**src/rtl/gpio_edge_irq.sv**
```systemverilog
module gpio_edge_irq #(
  parameter int PINS = 32,
  parameter int AW   = 8
) (
  input  logic            clk,
  input  logic            rst_n,
  input  logic [AW-1:0]   bus_addr,
  input  logic            bus_we,
  input  logic [PINS-1:0] bus_wdata,
  input  logic            bus_re,
  output logic [PINS-1:0] bus_rdata,
  input  logic [PINS-1:0] pad_in,
  output logic [PINS-1:0] pad_out,
  output logic [PINS-1:0] pad_oe,
  output logic            irq
);
  localparam logic [2:0] W_DIR = 3'd0, W_ODR = 3'd1, W_DAT = 3'd2,
                         W_EVT = 3'd3, W_MSK = 3'd4, W_EDG = 3'd5;

  logic [PINS-1:0] dir_q, odr_q, dat_q, evt_q, msk_q, edg_q;
  logic [PINS-1:0] sync1_q, sync2_q, prev_q;
  logic [PINS-1:0] hit, clr, level;
  logic [2:0]      word;
  logic            mapped;

  assign word   = bus_addr[4:2];
  assign mapped = (bus_addr[AW-1:5] == '0) && (bus_addr[1:0] == 2'b00) && (word <= W_EDG);

  // edge sources: falls always count, rises only in both-edge mode
  assign hit   = (prev_q & ~sync2_q) | (sync2_q & ~prev_q & ~edg_q);
  assign clr   = (bus_we && mapped && word == W_EVT) ? bus_wdata : '0;
  assign level = (sync2_q & ~dir_q) | (dat_q & dir_q);

  assign pad_oe  = dir_q & ~(odr_q & dat_q);
  assign pad_out = dat_q & ~odr_q;
  assign irq     = |(evt_q & msk_q);

  always_ff @(posedge clk or negedge rst_n) begin
    if (!rst_n) begin
      sync1_q <= '0;
      sync2_q <= '0;
      prev_q  <= '0;
      evt_q   <= '0;
    end else begin
      sync1_q <= pad_in;
      sync2_q <= sync1_q;
      prev_q  <= sync2_q;
      evt_q   <= (evt_q & ~clr) | hit;
    end
  end

  always_ff @(posedge clk or negedge rst_n) begin
    if (!rst_n) begin
      dir_q <= '0;
      odr_q <= '0;
      dat_q <= '0;
      msk_q <= '0;
      edg_q <= '0;
    end else if (bus_we && mapped) begin
      case (word)
        W_DIR:   dir_q <= bus_wdata;
        W_ODR:   odr_q <= bus_wdata;
        W_DAT:   dat_q <= bus_wdata;
        W_MSK:   msk_q <= bus_wdata;
        W_EDG:   edg_q <= bus_wdata;
        default: ;
      endcase
    end
  end

  always_ff @(posedge clk or negedge rst_n) begin
    if (!rst_n) begin
      bus_rdata <= '0;
    end else if (bus_re) begin
      if (!mapped) bus_rdata <= '0;
      else begin
        case (word)
          W_DIR:   bus_rdata <= dir_q;
          W_ODR:   bus_rdata <= odr_q;
          W_DAT:   bus_rdata <= level;
          W_EVT:   bus_rdata <= evt_q;
          W_MSK:   bus_rdata <= msk_q;
          W_EDG:   bus_rdata <= edg_q;
          default: bus_rdata <= '0;
        endcase
      end
    end
  end

  assert_dir_write_R2: assert property (@(posedge clk) disable iff (!rst_n)
    (bus_we && mapped && word == W_DIR) |=> dir_q == $past(bus_wdata));

  assert_read_dir_R2: assert property (@(posedge clk) disable iff (!rst_n)
    (bus_re && mapped && word == W_DIR) |=> bus_rdata == $past(dir_q));

  assert_evt_sticky_R7: assert property (@(posedge clk) disable iff (!rst_n)
    !(bus_we && mapped && word == W_EVT) |=> (($past(evt_q) & ~evt_q) == '0));

  assert_fall_latched_R6: assert property (@(posedge clk) disable iff (!rst_n)
    1'b1 |=> (($past(prev_q & ~sync2_q) & ~evt_q) == '0));

  assert_irq_needs_mask_R8: assert property (@(posedge clk) disable iff (!rst_n)
    irq |-> (msk_q != '0) && (evt_q != '0));
endmodule

```
**config.mk**
```make
export PLATFORM = sky130hd
export DESIGN_NAME = gpio_edge_irq
export DESIGN_NICKNAME = d
export VERILOG_FILES = /design/src/rtl/gpio_edge_irq.sv
export SDC_FILE = /design/constraint.sdc
export NUM_CORES = 1
export LEC_CHECK = 0
export ABC_CLOCK_PERIOD_IN_PS = 1700
export BUFFER_PORTS_ARGS = -buffer_cell sky130_fd_sc_hd__buf_2
export CORE_MARGIN = 2
export CORE_UTILIZATION = 45
export DETAILED_ROUTE_END_ITERATION = 12
export PLACE_DENSITY_LB_ADDON = 0.12
export SLEW_MARGIN = 10
export SYNTH_ARGS = -nofsm -noshare
export SYNTH_HDL_FRONTEND = slang
export SYNTH_SLANG_ARGS = --single-unit
export TNS_END_PERCENT = 20
```
**constraint.sdc**
```tcl
create_clock -name clk -period 1.7 [get_ports clk]
set_clock_uncertainty 0.05 [all_clocks]
set_input_delay 0.085 -clock clk [delete_from_list [all_inputs] [get_ports clk]]
set_output_delay 0.085 -clock clk [all_outputs]
set_load 0.01 [all_outputs]
```
# After elaboration in Yosys (flattened, before gate mapping)

Cells that the tools add are included.

Bits of input ports: 76
Register bits after elaboration: 320
Output and inout port bits: 97
Logic and storage cells: 52

Bitwise logic cells: 20
Reduce and logical (&&, ||, !) cells: 13
$lt $le $gt $ge: 1
Equal/unequal tests: 5
Mux-type cells: 3

Operators by type and width:

| operator                                                         | number |
|---|---|
| 32-bit bitwise AND                                               | 10 |
| 32-bit inverter                                                  | 7 |
| 32-bit one-hot mux with 6 select lines                           | 1 |
| 32-bit bitwise OR                                                | 3 |
| 32-bit two-way mux                                               | 2 |
| 32-bit OR reduction                                              | 1 |
| 2-bit AND reduction                                              | 5 |
| 3-bit by 2-bit == test with 1-bit output (second input constant) | 2 |
| 3-bit == test (second input constant)                            | 2 |
| 3-bit logical NOT                                                | 2 |
| 1-bit logical AND                                                | 4 |
| 3-bit by 1-bit == test with 1-bit output (second input constant) | 1 |
| 3-bit <= comparator (second input constant)                      | 1 |
| 2-bit logical NOT                                                | 1 |

# Longest topological paths before layout

Depth in word-level cells: 9
Depth in mapped cells: 6
Gate-level depth less buffers: 4

# Worst setup path after synthesis

No wires, ideal clock.

Path kind: in2reg
Start point: in bus_addr[6]
End point: reg dir_q[10]
Setup time: 0.125 ns
Data arrival time: 1.803 ns
Slack: -0.278 ns
Buffers on the path: 1
Stages: 5
Path through: or4_4 nor4b_4 nor3b_4 buf_6 mux2_2

Cells in the longest elaborated chain, start to end: 5

Ends and longest elaborated chain:

| element                              | line | source |
|---|---|---|
| from (decl)                          | 7    | `input logic [AW-1:0] bus_addr,` |
| 3-bit logical NOT                    | 27   | `assign mapped = (bus_addr[AW-1:5] == '0) && (bus_addr[1:0] == 2'b00) && (word <= W_EDG);` |
| 1-bit logical AND (2 in a row)       | 27   |  |
| 1-bit logical AND                    | 59   | `end else if (bus_we && mapped) begin` |
| 2-bit AND reduction (no source line) | --   |  |
| to (signal assigned)                 | 61   | `W_DIR: dir_q <= bus_wdata;` |
| to (decl)                            | 20   | `logic [PINS-1:0] dir_q, odr_q, dat_q, evt_q, msk_q, edg_q;` |

No other way between the ends.
A chain may end at the register's enable or synchronous reset.

# Worst setup path after layout

Start point: reg msk_q[29]
End point: out irq

Cells in the longest elaborated chain, start to end: 2

Ends and longest elaborated chain:

| element                | line | source |
|---|---|---|
| from (decl)            | 20   |  |
| from (signal assigned) | 64   | `W_MSK: msk_q <= bus_wdata;` |
| 32-bit bitwise AND     | 36   | `assign irq = \|(evt_q & msk_q);` |
| 32-bit OR reduction    | 36   |  |
| to (decl)              | 15   | `output logic irq` |

No other way between the ends.

==> reports/metrics.cfg <==
[synth]
async_flop_share_pct = 100
synth_edf_count = 0
ys_seq_area_share_pct = 58.8
synth_commonest_cells = 320 x dfrtp_1, 153 x mux2_2, 96 x mux2i_1
avgSynthCellArea_um2 = 13.8
ys_warn_count = 0
ys.flop_type = dfrtp_1
yosysMostFrequentCell = dfrtp_1
synth_nets = 1062
synthTopCellsByArea = dfrtp_1 59%, mux2_2 13%, mux2i_1 7.1%
yosys_register_bits = 320
ys_types = 35
syn_inst = 986
yosysTopAreaCell = dfrtp_1
yosysTopAreaCellShare_pct = 58.8
syn_area_mm2 = 0.0136

[clock_network]
clk_path_buf_depth = 3
cts_tree = yes
numCtsBuffers = 36
cts_num_sinks = 320
clk_transition_reported_paths_ns = 0.06
htree_levels = 2
clock_latency_ns = 0.51
root_buffer = clkbuf_16

[timing]
worstMarginPinSlew_ns = 0.553
rsz0062_at_grt = yes
setup_viol = 1
max_freq_mhz = 446
relSlewSlack_pct = 63.1
fin_ws_ns = -0.541
holdWs_ns = 0.0553
fin_crit_sh_pct = 132
hold_viol = 0
drv_slew = 0
period_minus_slack_ns = 2.24

[floorplan]
rows = 63
fp.coreArea_mm2 = 0.0297
die_w_um = 178
dieArea_mm2 = 0.0317
fp.dieH_um = 178
ios = 173
initial_core_util_pct = 45.8

[layout]
design_area_mm2 = 0.0175
postLayoutCoreUtil_pct = 58.9
area_growth_pct = 28.6
diodes = 0
nNetsFinal = 1376
final-seq-area_mm2 = 0.00801
multiInputGateArea_mm2 = 0.00532
n_fill_cell = 2474
drive_gt1_share_pct = 36.5

[power]
total_power_mw = 17.1
leakagePower_nw = 8.45
p_sw_share_pct = 23.4
power-per-cell-area_mw_per_mm2 = 978
switchingPower_mw = 4.00
clkPwrFrac_pct = 43.5
ir_drop_mv = 0.728
p_int_mw = 13.1
sequentialPowerShare_pct = 47.8
combPwrFrac_pct = 8.7

[run_status]
violations = setup timing
status = finished, violations left

[routing]
routedWlPerCell_um = 21.2
via_per_inst = 5.58
num_vias = 9550
drc = 0
ant_nets = 0
drt-total-wl_um = 36300
first_pass_iters = 5
dr.first_iter.drc_count = 518

[critical_path]
reg2reg_to = bus_rdata[29]$_DFFE_PN0P_
ff2ff_path_depth = 4
crit_fanout = 2
end_kind = output pin
crit_type = reg -> out
crit_required_ns = 1.56
arrival_ns = 2.11
r2r_slack_ns = 0.38
worst_setup_path_start_kind = register
r2r-start = msk_q[29]$_DFFE_PN0P_

[global_route]
grt_max_degree = 66
overflow = 0
antenna_found_initial = 0
track_usage_pct = 23.4
grt_pass1_wl_um = 56800
grt_pass1_vias = 9926

[placed_design]
place.gp.congestion = 0.786
dp_hpwl_um = 24200
io_buffer_count = 172
postPlaceCellArea_mm2 = 0.0157
dpl_worst_slack_ns = -0.504

[job]
drv_cap = 0

[min_path]
min_path_type = in -> async

## flip-flops by register name (all words and copies together), names as in the netlist
signal,cells
prev_q,32
edg_q,32
odr_q,32
sync2_q,32
evt_q,32
msk_q,32
dir_q,32
sync1_q,32
bus_rdata,32
dat_q,32
## timing repair
action                                  CTS  global route
hold buffers                             65             0
resized for setup                         6             2
endpoints found under the hold margin   544             0
gates cloned                              0             1
setup buffers                             0             1
pin swaps                                 3             1
endpoints found under the setup margin    1            39
## per-layer routing
metal / share of wire [%] / track usage, %
met4: 2.2 / 6.45
met1: 47 / 33.7
met2: 47 / 37.1
met5: 0 / 0
met3: 4.5 / 3.53
## critical path, cell delays in order, from the launching register on
cell,delay (ns)
dfrtp_1,0.41
a22oi_2,0.21
buf_4,0.14
nand4_1,0.18
or4_4,0.50
buf_6,0.14
## metrics by stage
stage	TNS, ns	std cells
6_report	-0.541	1711
3_5_place_dp	-80.65	1585
4_1_cts	-0.524	1709
3_3_place_gp	-76.01	1585
2_1_floorplan	-33.20	986
5_1_grt	-0.612	1711
## final cells by class
type | count | share of cell area [%]
tap | 390 | 2.79
sequential | 320 | 45.7
timing repair buffer | 331 | 14.0
clock buffer | 51 | 5.82
inverter | 34 | 0.729
multi-input combinational | 577 | 30.4
clock inverter | 8 | 0.557
## power by group through the flow
stage | Combinational (mW) | Clock (mW) | Sequential, mW
2_1_floorplan | 0.680 | 0 | 8.23
3_3_place_gp | 1.35 | 0 | 8.31
3_5_place_dp | 1.37 | 0 | 8.32
4_1_cts | 1.51 | 7.59 | 8.18
5_1_grt | 1.64 | 7.91 | 8.23
6_report | 1.50 | 7.44 | 8.19
## placed cells by master (no fill, tap or decap), drive strengths merged
cell	n
mux2	160
a22oi	16
a32o	32
nor4	2
nand3b	2
dlygate4sd3	65
a211o	31
and3b	1
nor2	1
inv	35
o221ai	64
and2	1
o21ai	1
mux2i	96
a21boi	32
clkinv	5
nor3b	32
nor2b	63
nand2b	1
and3	2
buf	265
nor4b	1
a21oi	1
nand4	4
dfrtp	320
bufinv	2
clkbuf	52
or4	2
nand2	31
a2111oi	1
## logic make-up after synthesis
family | count (synthesis) | synth area share [%]
DFF | 320 | 58.8
muxes | 256 | 20.3
AOI/OAI and AO/OA | 178 | 11.3
and+or+nand+nor | 143 | 6.66
buffers and inverters | 89 | 2.92
## worst max path at each step
stage                                from                    end  slack (ns)  depth (start not counted)
floorplan                     bus_addr[6]  dir_q[10]$_DFFE_PN0P_       -0.28                          5
global placement              bus_addr[6]    evt_q[21]$_DFF_PN0_       -0.46                          7
detailed placement            bus_addr[6]   dir_q[4]$_DFFE_PN0P_       -0.50                          6
CTS                 msk_q[29]$_DFFE_PN0P_                    irq       -0.52                          5
global route        msk_q[29]$_DFFE_PN0P_                    irq       -0.59                          5
finish              msk_q[29]$_DFFE_PN0P_                    irq       -0.54                          5
Note: power is estimated with default switching activity, not from simulation.
